## src/rtl/idx_ea_pkg.sv

```systemverilog
package idx_ea_pkg;

  localparam int ADDR_W  = 16;
  localparam int DATA_W  = 8;
  localparam int CYC_W   = 4;
  localparam int NB_W    = 2;
  localparam int SEL_W   = 2;
  localparam int SHORT_W = 5;

  typedef enum logic [1:0] {ST_IDLE, ST_OPND, ST_CALC, ST_IND} st_e;
  typedef enum logic [1:0] {BASE_PTR, BASE_PC, BASE_NONE} base_e;
  typedef enum logic [2:0] {OFS_NONE, OFS_SHORT, OFS_OPND, OFS_ACCA, OFS_ACCB, OFS_ACCD} ofs_e;

  typedef struct packed {
    logic              legal;
    logic              indirect;
    logic [NB_W-1:0]   nbytes;
    logic [CYC_W-1:0]  cycles;
    base_e             base;
    ofs_e              ofs;
    logic              post_inc;
    logic              pre_dec;
    logic              step2;
  } mode_t;

  function automatic logic [ADDR_W-1:0] sext5(input logic [SHORT_W-1:0] v);
    return {{(ADDR_W-SHORT_W){v[SHORT_W-1]}}, v};
  endfunction

  function automatic logic [ADDR_W-1:0] sext8(input logic [DATA_W-1:0] v);
    return {{(ADDR_W-DATA_W){v[DATA_W-1]}}, v};
  endfunction

  // Table of forms: cost pairs are (direct, indirect).
  function automatic mode_t decode_postbyte(input logic [DATA_W-1:0] pb);
    mode_t m;
    logic  ind;
    m     = '0;
    ind   = pb[4];
    if (!pb[7]) begin
      m.legal  = 1'b1;
      m.ofs    = OFS_SHORT;
      m.cycles = 4'd1;
    end else begin
      m.legal    = 1'b1;
      m.indirect = ind;
      case (pb[3:0])
        4'h4: m.cycles = ind ? 4'd3 : 4'd0;
        4'h8: begin m.ofs = OFS_OPND; m.nbytes = 2'd1; m.cycles = ind ? 4'd4 : 4'd1; end
        4'h9: begin m.ofs = OFS_OPND; m.nbytes = 2'd2; m.cycles = ind ? 4'd7 : 4'd4; end
        4'h6: begin m.ofs = OFS_ACCA; m.cycles = ind ? 4'd4 : 4'd1; end
        4'h5: begin m.ofs = OFS_ACCB; m.cycles = ind ? 4'd4 : 4'd1; end
        4'hB: begin m.ofs = OFS_ACCD; m.cycles = ind ? 4'd7 : 4'd4; end
        4'h0: begin m.post_inc = 1'b1; m.cycles = 4'd2; m.legal = !ind; end
        4'h1: begin m.post_inc = 1'b1; m.step2 = 1'b1; m.cycles = ind ? 4'd6 : 4'd3; end
        4'h2: begin m.pre_dec = 1'b1; m.cycles = 4'd2; m.legal = !ind; end
        4'h3: begin m.pre_dec = 1'b1; m.step2 = 1'b1; m.cycles = ind ? 4'd6 : 4'd3; end
        4'hC: begin m.base = BASE_PC; m.ofs = OFS_OPND; m.nbytes = 2'd1; m.cycles = ind ? 4'd4 : 4'd1; end
        4'hD: begin m.base = BASE_PC; m.ofs = OFS_OPND; m.nbytes = 2'd2; m.cycles = ind ? 4'd8 : 4'd5; end
        4'hF: begin m.base = BASE_NONE; m.ofs = OFS_OPND; m.nbytes = 2'd2; m.cycles = 4'd5; m.legal = ind; end
        default: m.legal = 1'b0;
      endcase
    end
    if (!m.legal) m = '0;
    return m;
  endfunction

  function automatic logic [ADDR_W-1:0] offset_value(
      input ofs_e               ofs,
      input logic [NB_W-1:0]    nbytes,
      input logic [SHORT_W-1:0] short_ofs,
      input logic [DATA_W-1:0]  a,
      input logic [DATA_W-1:0]  b,
      input logic [ADDR_W-1:0]  opnd);
    case (ofs)
      OFS_SHORT: return sext5(short_ofs);
      OFS_OPND:  return (nbytes == 2'd1) ? sext8(opnd[DATA_W-1:0]) : opnd;
      OFS_ACCA:  return sext8(a);
      OFS_ACCB:  return sext8(b);
      OFS_ACCD:  return {a, b};
      default:   return '0;
    endcase
  endfunction

  function automatic logic [ADDR_W-1:0] base_value(
      input base_e              base,
      input logic [NB_W-1:0]    nbytes,
      input logic [ADDR_W-1:0]  ptr,
      input logic [ADDR_W-1:0]  pcn);
    case (base)
      BASE_PTR: return ptr;
      BASE_PC:  return pcn + {{(ADDR_W-NB_W){1'b0}}, nbytes};
      default:  return '0;
    endcase
  endfunction

endpackage

```

## src/rtl/idx_pb_decode.sv

```systemverilog
module idx_pb_decode
  import idx_ea_pkg::*;
(
  input  logic [DATA_W-1:0] pb,
  output mode_t             mode
);

  always_comb begin
    mode = decode_postbyte(pb);
    // every legal form reads at most two operand bytes and costs at most 8
    if (mode.legal) begin
      assert_decode_sane_R3: assert (mode.nbytes <= 2'd2 && mode.cycles <= 4'd8
                                     && !(mode.post_inc && mode.pre_dec)
                                     && (!mode.indirect || pb[4]))
        else $error("decode table out of range");
    end
  end

endmodule

```

## src/rtl/idx_ea_calc.sv

```systemverilog
module idx_ea_calc
  import idx_ea_pkg::*;
(
  input  logic               legal,
  input  base_e              base,
  input  ofs_e               ofs,
  input  logic [NB_W-1:0]    nbytes,
  input  logic               post_inc,
  input  logic               pre_dec,
  input  logic               step2,
  input  logic [SHORT_W-1:0] short_ofs,
  input  logic [ADDR_W-1:0]  ptr,
  input  logic [ADDR_W-1:0]  pcn,
  input  logic [DATA_W-1:0]  acc_a,
  input  logic [DATA_W-1:0]  acc_b,
  input  logic [ADDR_W-1:0]  opnd,
  output logic [ADDR_W-1:0]  ea,
  output logic               wb_en,
  output logic [ADDR_W-1:0]  wb_value
);

  logic [ADDR_W-1:0] step;
  logic [ADDR_W-1:0] sum;

  always_comb begin
    step = step2 ? ADDR_W'(2) : ADDR_W'(1);
    sum  = base_value(base, nbytes, ptr, pcn)
         + offset_value(ofs, nbytes, short_ofs, acc_a, acc_b, opnd);
    if (pre_dec) begin
      ea       = ptr - step;
      wb_value = ptr - step;
    end else if (post_inc) begin
      ea       = ptr;
      wb_value = ptr + step;
    end else begin
      ea       = sum;
      wb_value = ptr;
    end
    wb_en = legal && (post_inc || pre_dec);
  end

endmodule

```

## src/rtl/idx_ea_unit.sv

```systemverilog
module idx_ea_unit
  import idx_ea_pkg::*;
(
  input  logic                clk,
  input  logic                rst_n,
  input  logic                start,
  input  logic [DATA_W-1:0]   postbyte,
  input  logic [ADDR_W-1:0]   ptr_x,
  input  logic [ADDR_W-1:0]   ptr_y,
  input  logic [ADDR_W-1:0]   ptr_u,
  input  logic [ADDR_W-1:0]   ptr_s,
  input  logic [DATA_W-1:0]   acc_a,
  input  logic [DATA_W-1:0]   acc_b,
  input  logic [ADDR_W-1:0]   pc_next,
  output logic                mem_req,
  output logic [ADDR_W-1:0]   mem_addr,
  input  logic                mem_ack,
  input  logic [DATA_W-1:0]   mem_rdata,
  output logic                done,
  output logic [ADDR_W-1:0]   ea,
  output logic [NB_W-1:0]     operand_bytes,
  output logic [CYC_W-1:0]    extra_cycles,
  output logic                wb_en,
  output logic [SEL_W-1:0]    wb_sel,
  output logic [ADDR_W-1:0]   wb_value,
  output logic                illegal
);

  st_e               st;
  logic [DATA_W-1:0] pb_q;
  logic [ADDR_W-1:0] ptr_q, pc_q, opnd_q, ea_q;
  logic [DATA_W-1:0] a_q, b_q, ind_hi_q;
  logic              idx_q;

  logic [DATA_W-1:0] dec_pb;
  mode_t             mode;
  logic [ADDR_W-1:0] calc_ea, calc_wb;
  logic              calc_wb_en;
  logic [ADDR_W-1:0] sel_ptr;

  // named internal events
  logic              accept_start;
  logic              fetch_fire;
  logic              last_opnd;

  assign dec_pb       = (st == ST_IDLE) ? postbyte : pb_q;
  assign accept_start = start && (st == ST_IDLE);
  assign fetch_fire   = mem_req && mem_ack;
  assign last_opnd    = idx_q || (mode.nbytes == 2'd1);

  always_comb begin
    case (postbyte[6:5])
      2'd0:    sel_ptr = ptr_x;
      2'd1:    sel_ptr = ptr_y;
      2'd2:    sel_ptr = ptr_u;
      default: sel_ptr = ptr_s;
    endcase
  end

  idx_pb_decode u_dec (
    .pb   (dec_pb),
    .mode (mode)
  );

  idx_ea_calc u_calc (
    .legal     (mode.legal),
    .base      (mode.base),
    .ofs       (mode.ofs),
    .nbytes    (mode.nbytes),
    .post_inc  (mode.post_inc),
    .pre_dec   (mode.pre_dec),
    .step2     (mode.step2),
    .short_ofs (pb_q[SHORT_W-1:0]),
    .ptr       (ptr_q),
    .pcn       (pc_q),
    .acc_a     (a_q),
    .acc_b     (b_q),
    .opnd      (opnd_q),
    .ea        (calc_ea),
    .wb_en     (calc_wb_en),
    .wb_value  (calc_wb)
  );

  assign mem_req  = (st == ST_OPND) || (st == ST_IND);
  assign mem_addr = ((st == ST_IND) ? ea_q : pc_q) + {{(ADDR_W-1){1'b0}}, idx_q};

  always_ff @(posedge clk) begin
    if (!rst_n) begin
      st            <= ST_IDLE;
      pb_q          <= '0;
      ptr_q         <= '0;
      pc_q          <= '0;
      a_q           <= '0;
      b_q           <= '0;
      opnd_q        <= '0;
      ea_q          <= '0;
      ind_hi_q      <= '0;
      idx_q         <= 1'b0;
      done          <= 1'b0;
      ea            <= '0;
      operand_bytes <= '0;
      extra_cycles  <= '0;
      wb_en         <= 1'b0;
      wb_sel        <= '0;
      wb_value      <= '0;
      illegal       <= 1'b0;
    end else begin
      done <= 1'b0;
      case (st)
        ST_IDLE: begin
          if (accept_start) begin
            pb_q   <= postbyte;
            ptr_q  <= sel_ptr;
            pc_q   <= pc_next;
            a_q    <= acc_a;
            b_q    <= acc_b;
            opnd_q <= '0;
            idx_q  <= 1'b0;
            st     <= (mode.nbytes != 2'd0) ? ST_OPND : ST_CALC;
          end
        end
        ST_OPND: begin
          if (fetch_fire) begin
            opnd_q <= {opnd_q[DATA_W-1:0], mem_rdata};
            if (last_opnd) begin
              idx_q <= 1'b0;
              st    <= ST_CALC;
            end else begin
              idx_q <= 1'b1;
            end
          end
        end
        ST_CALC: begin
          operand_bytes <= mode.nbytes;
          extra_cycles  <= mode.cycles;
          wb_en         <= calc_wb_en;
          wb_sel        <= pb_q[6:5];
          wb_value      <= calc_wb;
          illegal       <= !mode.legal;
          if (mode.indirect) begin
            ea_q  <= calc_ea;
            idx_q <= 1'b0;
            st    <= ST_IND;
          end else begin
            ea   <= mode.legal ? calc_ea : '0;
            done <= 1'b1;
            st   <= ST_IDLE;
          end
        end
        default: begin
          if (fetch_fire) begin
            if (!idx_q) begin
              ind_hi_q <= mem_rdata;
              idx_q    <= 1'b1;
            end else begin
              ea    <= {ind_hi_q, mem_rdata};
              idx_q <= 1'b0;
              done  <= 1'b1;
              st    <= ST_IDLE;
            end
          end
        end
      endcase
    end
  end

  // result strobe lasts one cycle
  assert_done_single_R9: assert property (@(posedge clk) disable iff (!rst_n)
    done |=> !done);

  // a pending read keeps its address until acknowledged
  assert_addr_hold_R9: assert property (@(posedge clk) disable iff (!rst_n)
    (mem_req && !mem_ack) |=> (mem_req && $stable(mem_addr)));

  // a result follows either the compute step or an accepted pointer byte
  assert_done_origin_R6: assert property (@(posedge clk) disable iff (!rst_n)
    done |-> ($past(st) == ST_CALC || ($past(st) == ST_IND && $past(fetch_fire))));

  // illegal postbytes leave no address, cost or write-back behind
  assert_illegal_quiet_R8: assert property (@(posedge clk) disable iff (!rst_n)
    (done && illegal) |-> (!wb_en && ea == '0 && operand_bytes == '0 && extra_cycles == '0));

  // write-back moves the captured pointer by one or two
  assert_wb_step_R4: assert property (@(posedge clk) disable iff (!rst_n)
    (done && wb_en) |-> (wb_value == ptr_q + 16'd1 || wb_value == ptr_q + 16'd2 ||
                         wb_value == ptr_q - 16'd1 || wb_value == ptr_q - 16'd2));

endmodule

```

## config.mk

```make
export PLATFORM = sky130hd
export DESIGN_NAME = idx_ea_unit
export DESIGN_NICKNAME = d
export VERILOG_FILES = /design/src/rtl/idx_ea_pkg.sv /design/src/rtl/idx_pb_decode.sv /design/src/rtl/idx_ea_calc.sv /design/src/rtl/idx_ea_unit.sv
export SDC_FILE = /design/constraint.sdc
export NUM_CORES = 1
export LEC_CHECK = 0
export BUFFER_PORTS_ARGS = -buffer_cell sky130_fd_sc_hd__buf_2
export CORE_MARGIN = 1.5
export CORE_UTILIZATION = 55
export DETAILED_ROUTE_END_ITERATION = 12
export PLACE_DENSITY = 0.79
export SLEW_MARGIN = 0
export SYNTH_ARGS = -nofsm -noshare
export SYNTH_HDL_FRONTEND = slang
export SYNTH_SLANG_ARGS = --single-unit
```

## constraint.sdc

```tcl
create_clock -name clk -period 5.45 [get_ports clk]
set_input_delay 1.09 -clock clk [delete_from_list [all_inputs] [get_ports clk]]
set_output_delay 1.09 -clock clk [all_outputs]
set_load 0.02 [all_outputs]
```

==> summary.txt, run 1 <==
Cells and area
  • Non-filler cells, final: 1544
  • Ant diodes: 0
  • Most frequent cells in the layout: nand2_1 (221), buf_2 (175), dfxtp_1 (142), nor2_1 (119), a21oi_1 (116)
  • P&R area growth vs syn: 17.9%
  • Commonest non-fill, non-tap cell in the layout: nand2_1
  • Final Util: 66.9%
  • Final instance area: 10700 um^2
  • Layout Nets: 1464
  • Share of layout cells above drive strength 1: 21.4%

Yosys
  • Register bit total from synthesis: 142
  • Post-Syn Area per Cell: 7.68 um^2
  • Async S/R FF share, synth: 0%
  • Mapped Cells: 1186
  • Main synth FF type: dfxtp_1
  • Number of flops mapped to enable cells by yosys: 0
  • Syn. warnings: 0
  • Synthesized area: 9110 um^2
  • Net count after synthesis: 1334
  • Synth cell types: 67
  • Sequential share of the synthesized area: 31.2%

Clock tree
  • H-tree depth: 4
  • Setup Fix Bufs, Post-CTS: 0
  • Cts repair resizes: 0
  • Clock tree buffer depth: 2
  • Reg clk slew, reported paths: 0.07 ns
  • Root buf cell: clkbuf_16
  • CTS Hold Buffers Added: 0
  • Clock Sinks: 142
  • Cts bufs inserted: 17
  • Worst-Skew Late Latency: 0.43 ns
  • CTS tree: yes

Floorplan
  • Initial Util: 56.8%
  • Die X: 132 um
  • DIE HEIGHT: 132 um
  • IO Count: 176
  • Row cnt: 46
  • Core area: 16100 um^2
  • Die footprint: 17400 um^2

Detailed routing
  • Antenna viol nets, final: 0
  • DR vias: 9265
  • Detailed router's first-iteration violation count: 958
  • DRT Pass-1 Iters: 6
  • DRC: 0
  • Via density: 6.00
  • Wirelength per Cell: 18.6 um
  • Wirelength, routed: 28.7 mm

GRT
  • Pin count of the biggest net entering global routing: 57
  • Initial antenna violation count: 0
  • Vias in the first global route: 8653
  • All-layer global routing usage: 32.9%
  • Remaining global-route overflow: 0
  • Global-route wire length before repair: 45.5 mm

STA
  • Final setup violating endpoints: 0
  • Fmax: 195 MHz
  • Clock Skews: 0.0103 ns
  • Hold Violations, Final: 0
  • Count of pins over their slew limit: 0
  • RSZ-0062 raised after global routing: no
  • Worst-margin pin slew: 1.28 ns
  • Tmin final: 5.12 ns
  • Tcrit/Tclk final: 93.9%
  • Final TNS setup: 0 ns
  • Slew HR: 14.5%

Setup path
  • Critical path fanouts, max: 11
  • Worst setup EP type: register
  • Slowest cell on crit path: fa_1
  • Crit path buffers/inverters: 2
  • Worst path max stage delay: 0.42 ns
  • CP Cell Sequence: inv_1 -> ha_2 -> mux2i_1 -> nor2_2 -> nand3_1 -> inv_1 -> ha_1 -> fa_1 -> and3_1 -> nand3_1 -> nor3_2 -> xnor2_1 -> o22ai_1 -> ha_1 -> and3_1 -> a221o_1 -> a21o_1 -> a32oi_1 -> mux2i_1 -> a2111oi_2 -> a31o_2
  • Critical Path Start Type: register
  • Worst path arrival time: 5.49 ns
  • WP data required: 5.82 ns
  • Critical path type: reg -> reg
  • Cell family with most CP delay: compound AO/OA/AOI/OAI gates

Status
  • Status: complete, no violations

Place
  • DP Area: 10100 um^2
  • I/O Buffers: 175
  • # placed instances: 1513
  • GPL Wtd Cong: 0.952
  • Post-DP HPWL: 21.4 mm

Pwr
  • Final Power: 4.25 mW
  • Leak: 4.54 nW
  • PwrDens: 395 nW/um^2
  • Max IR drop VDD: 0.000231 V

Run
  • Max-cap violations: 0

Hold path
  • Hold WC Path Type: reg -> reg
## registers in the layout (all words and copies together), names as in the netlist
signal	count
a_q	8
b_q	8
done	1
ea	16
ea_q	16
extra_cycles	4
idx_q	1
illegal	1
ind_hi_q	8
operand_bytes	2
opnd_q	16
pb_q	8
pc_q	16
ptr_q	16
st	2
wb_en	1
wb_sel	2
wb_value	16
## cells by family after synthesis
logic type	count (synthesis)	share of synthesized area, %
AND/OR/NAND/NOR	469	22.5
AO/OA/AOI/OAI	299	20.5
flip-flops	142	31.2
buffers and inverters	112	5.05
XOR/XNOR	71	6.82
multiplexers	61	9.18
adder cells (fa/ha/maj)	32	4.72
## Yosys cell counts (6+ instances only)
cell | instances | area [um^2]
ha_1 | 28 | 350
o22ai_1 | 14 | 87.6
xnor2_1 | 39 | 342
a211oi_1 | 24 | 180
nand3_1 | 45 | 225
o21ai_0 | 52 | 260
mux2_2 | 7 | 78.8
a31oi_1 | 8 | 50.1
and2_1 | 8 | 50.1
a21oi_1 | 116 | 581
dfxtp_1 | 142 | 2840
nor3_1 | 20 | 100
and3_1 | 14 | 87.6
nand2_1 | 222 | 833
nand4_1 | 12 | 75.1
a211o_1 | 8 | 70.1
a21o_1 | 10 | 75.1
inv_1 | 16 | 60.1
xor2_1 | 32 | 280
a22oi_1 | 18 | 135
a222oi_1 | 7 | 70.1
mux2i_1 | 36 | 360
buf_2 | 13 | 65.1
nor2_1 | 119 | 447
buf_1 | 6 | 22.5
clkbuf_1 | 72 | 270
mux4_2 | 16 | 360
## path summary, 6_finish.rpt
path                                           from                  end  slack, ns  cells past startpoint
worst max-delay path             st[0]$_SDFFE_PN0P_  ea[14]$_SDFFE_PN0P_       0.33                     21
worst min-delay path            b_q[4]$_SDFFE_PN0P_  b_q[4]$_SDFFE_PN0P_       0.47                      2
worst max register to register   st[0]$_SDFFE_PN0P_  ea[14]$_SDFFE_PN0P_       0.33                     21
worst min register to register  b_q[4]$_SDFFE_PN0P_  b_q[4]$_SDFFE_PN0P_       0.47                      2
## tightest hold or removal path, delay by kind of cell, from the launching register on
family           cells  cell delay (ns)
AND/OR/NAND/NOR      1             0.05
AO/OA/AOI/OAI        1             0.05
flip-flops           1             0.32
## report_power, final
part	switching [mW]	internal [mW]	leakage, nW
clock network	0.476	0.746	0.304
logic	1.07	0.608	3.08
registers	0.172	1.17	1.16
## stage by stage
step,hold slack [ns],setup WS (ns)
3_5_place_dp,0.453,0.0828
3_3_place_gp,0.446,0.181
5_1_grt,0.482,0.00115
4_1_cts,0.462,0.0743
6_report,0.465,0.332
2_1_floorplan,0.436,0.456
## layer usage
metal / global-route usage (%) / vias up / share of wire (%)
met2: 52.7 / 411 / 46
li1: - / 4464 / -
met5: 0 / - / 0
met4: 9.57 / 0 / 2.0
met3: 6.33 / 44 / 8.0
met1: 45.2 / 4346 / 44
## final cells by class
| cell class | instances | area (um^2) |
|---|---|---|
| timing repair buffer | 207 | 1120 |
| multi-input combinational | 932 | 5840 |
| sequential | 142 | 2840 |
| fill | 1368 | 5310 |
| clock inverter | 12 | 161 |
| clock buffer | 19 | 453 |
| tap | 216 | 270 |
| inverter | 16 | 61.3 |
Power figures use the tool's default switching activity.
==> inputs of run 2 (changes only) <==
--- a/config.mk
+++ b/config.mk
@@ -8,6 +8,7 @@
 export BUFFER_PORTS_ARGS = -buffer_cell sky130_fd_sc_hd__buf_2
 export CORE_MARGIN = 1.5
 export CORE_UTILIZATION = 55
+export CTS_BUF_LIST = sky130_fd_sc_hd__clkbuf_8
 export DETAILED_ROUTE_END_ITERATION = 12
 export PLACE_DENSITY = 0.79
 export SLEW_MARGIN = 0
==> run 2 against run 1 <==
Sequential power about the same. Non-clock buffer count unchanged. Critical path type unchanged. Highest routed layer unchanged. Routed wire length down 0.53%.
==> summary.txt, run 2 (synthesis results as in run 1) <==
Status
  • Status: complete, no violations

Setup path
  • Worst reg-to-reg setup slack: 0.34 ns (about the same)
  • Worst path arrival time: 5.52 ns (+0.03 ns)
  • WP data required: 5.86 ns (+0.04 ns)
  • Critical path fanouts, max: 10 (-1)
  • Critical path type: reg -> reg
  • Origin of the worst setup path: st[0]$_SDFFE_PN0P_
  • R2R depth: 20 (-4.8%)
  • Worst setup EP type: register
  • R2R Path End: ea[14]$_SDFFE_PN0P_
  • Crit path capture: ea[14]$_SDFFE_PN0P_
  • Critical Path Start Type: register
  • Reg-to-Reg Start: st[0]$_SDFFE_PN0P_

Place
  • Post-DP HPWL: 21.4 mm (unchanged)
  • # placed instances: 1513 (unchanged)
  • GPL Wtd Cong: 0.952 (unchanged)
  • I/O Buffers: 175 (unchanged)
  • Post-Place Setup Slack: 0.0828 ns (unchanged)

Cells and area
  • Non-filler cells, final: 1546 (+0.13%)
  • Register area: 2840 um^2 (unchanged)
  • Share of layout cells above drive strength 1: 21.4% (unchanged)
  • Fill count: 1402 (+2.5%)
  • P&R area growth vs syn: 16.0%
  • Area of the multi-input gates: 5850 um^2 (+0.17%)
  • Layout Nets: 1464 (unchanged)
  • Commonest non-fill, non-tap cell in the layout: nand2_1
  • Most frequent cells in the layout: nand2_1 (221), buf_2 (175), dfxtp_1 (142), nor2_1 (119), a21oi_1 (116)

Detailed routing
  • Detailed router's first-iteration violation count: 965 (+0.73%)
  • DR vias: 9265 (unchanged)
  • Wirelength, routed: 28.6 mm (-0.53%)
  • Antenna viol nets, final: 0 (unchanged)
  • DRT Pass-1 Iters: 5 (-1)
  • Via density: 5.99 (-0.13%)
  • DRC: 0 (unchanged)
  • Wirelength per Cell: 18.5 um (-0.65%)

STA
  • RSZ-0062 raised after global routing: no
  • Slew HR: 12.3% (-2.2 points)
  • Final setup violating endpoints: 0 (unchanged)
  • Clock Skews: 0.0160 ns (+0.00573 ns)
  • Final WS setup: 0.345 ns (+0.0134 ns)
  • Worst-margin pin slew: 1.31 ns (+0.0323 ns)
  • Count of pins over their slew limit: 0 (unchanged)
  • Final TNS setup: 0 ns (unchanged)
  • Hold Violations, Final: 0 (unchanged)
  • Fmax: 196 MHz (+0.26%)
  • Tcrit/Tclk final: 93.7% (-0.25 points)
  • Tmin final: 5.11 ns (-0.0134 ns)

Pwr
  • Final Power: 3.94 mW (-7.1%)
  • Share of power burned in registers: 34.0% (+2.3 points)
  • Comb pwr share: 42.7% (+3.2 points)
  • Clk network pwr share: 23.3% (-5.5 points)
  • P_int: 2.26 mW (-10%)
  • Leak: 4.46 nW (-1.9%)
  • PwrDens: 373 nW/um^2 (-5.6%)
  • Switching share of power: 42.6% (+2.1 points)
  • P_sw: 1.68 mW (-2.2%)
  • Max IR drop VDD: 0.000221 V (-4.6%)

Floorplan
  • Core area: 16100 um^2 (unchanged)
  • Initial Util: 56.8% (unchanged)
  • IO Count: 176 (unchanged)
  • DIE HEIGHT: 132 um (unchanged)
  • Die X: 132 um (unchanged)
  • Die footprint: 17400 um^2 (unchanged)
  • Row cnt: 46 (unchanged)

Clock tree
  • Root buf cell: clkbuf_8
  • H-tree depth: 4 (unchanged)
  • Clock Sinks: 142 (unchanged)
  • Clock tree buffer depth: 2 (unchanged)
  • Reg clk slew, reported paths: 0.09 ns (+0.02 ns)
  • Cts bufs inserted: 17 (unchanged)
  • Worst-Skew Late Latency: 0.48 ns (+0.05 ns)
  • CTS tree: yes

GRT
  • All-layer global routing usage: 32.8% (-0.077 points)
  • Pin count of the biggest net entering global routing: 57 (unchanged)
  • Global-route wire length before repair: 45.3 mm (-0.50%)
  • Vias in the first global route: 8603 (-0.58%)
  • Remaining global-route overflow: 0 (unchanged)
  • Initial antenna violation count: 2 (+2)

Hold path
  • Min-delay src: b_q[6]$_SDFFE_PN0P_
  • Hold WC Path Type: reg -> reg

Run
  • Max-cap violations: 0 (unchanged)
-- run 2: changes by cell type in the layout (fill, tap and decap cells not counted) --
cell and change:
ha_4 +1, clkbuf_16 -17, clkbuf_8 +17, diode_2 +2, ha_2 -1
-- run 2: how the worst min path moves through the flow --
stage                                 endpoint  slack (ns)  cells after the start
after floorplan           pb_q[5]$_SDFFE_PN0P_        0.44                      2
after global placement    pb_q[6]$_SDFFE_PN0P_        0.45                      2
after detailed placement   b_q[6]$_SDFFE_PN0P_        0.45                      2
after CTS                  b_q[6]$_SDFFE_PN0P_        0.47                      2
after global routing       b_q[6]$_SDFFE_PN0P_        0.49                      2
final                      b_q[6]$_SDFFE_PN0P_        0.47                      2
-- run 2: power by group through the flow --
stage / combinational, mW / sequential (mW) / clock, mW
3_3_place_gp: 1.63 / 1.36 / 0
6_report: 1.68 / 1.34 / 0.917
5_1_grt: 1.83 / 1.36 / 0.970
2_1_floorplan: 1.16 / 1.34 / 0
3_5_place_dp: 1.64 / 1.36 / 0
4_1_cts: 1.65 / 1.34 / 0.924
-- run 2: critical path: stages, from the launching register on --
cell,delay (ns)
dfxtp_1,0.34
inv_1,0.21
ha_4,0.30
mux2_4,0.26
nand2_1,0.13
a211oi_1,0.32
buf_4,0.19
fa_1,0.22
and3_1,0.21
nand3_1,0.20
nor3_2,0.30
xnor2_1,0.15
o22ai_1,0.11
ha_1,0.36
and3_1,0.20
a221o_1,0.39
a21o_1,0.19
a32oi_1,0.19
mux2i_1,0.14
a2111oi_2,0.38
a31o_2,0.23
-- run 2: per-stage QoR --
| step | hold WS (ns) | cell area [um^2] | util [%] |
|---|---|---|---|
| floorplan | 0.436 | 9110 | - |
| global placement | 0.446 | 10100 | 63.0 |
| detailed placement | 0.453 | 10100 | 63.0 |
| CTS | 0.465 | 10500 | 65.6 |
| global route | 0.486 | 10600 | 65.8 |
| finish | 0.469 | 10600 | 65.8 |
-- run 2: area by class of cell --
class,count,area share (%)
well taps,216,2.56
multi-input cells,932,55.4
clock buffers,19,2.47
diodes,2,0.0473
flip-flops and latches,142,26.9
repair buffers,207,10.6
inverters,16,0.580
clock inverters,12,1.53
-- run 2: repair_timing --
item	in CTS	in global routing
endpoints found under the setup margin	0	8
hold buffers	0	0
resized for setup	0	5
buffers inserted	0	0
endpoints found under the hold margin	0	0
-- run 2: layer usage --
layer	share of wire [%]	track usage, %
met5	0	0
met3	9.0	7.06
met1	43	44.7
met4	2.2	10.4
met2	46	52.1
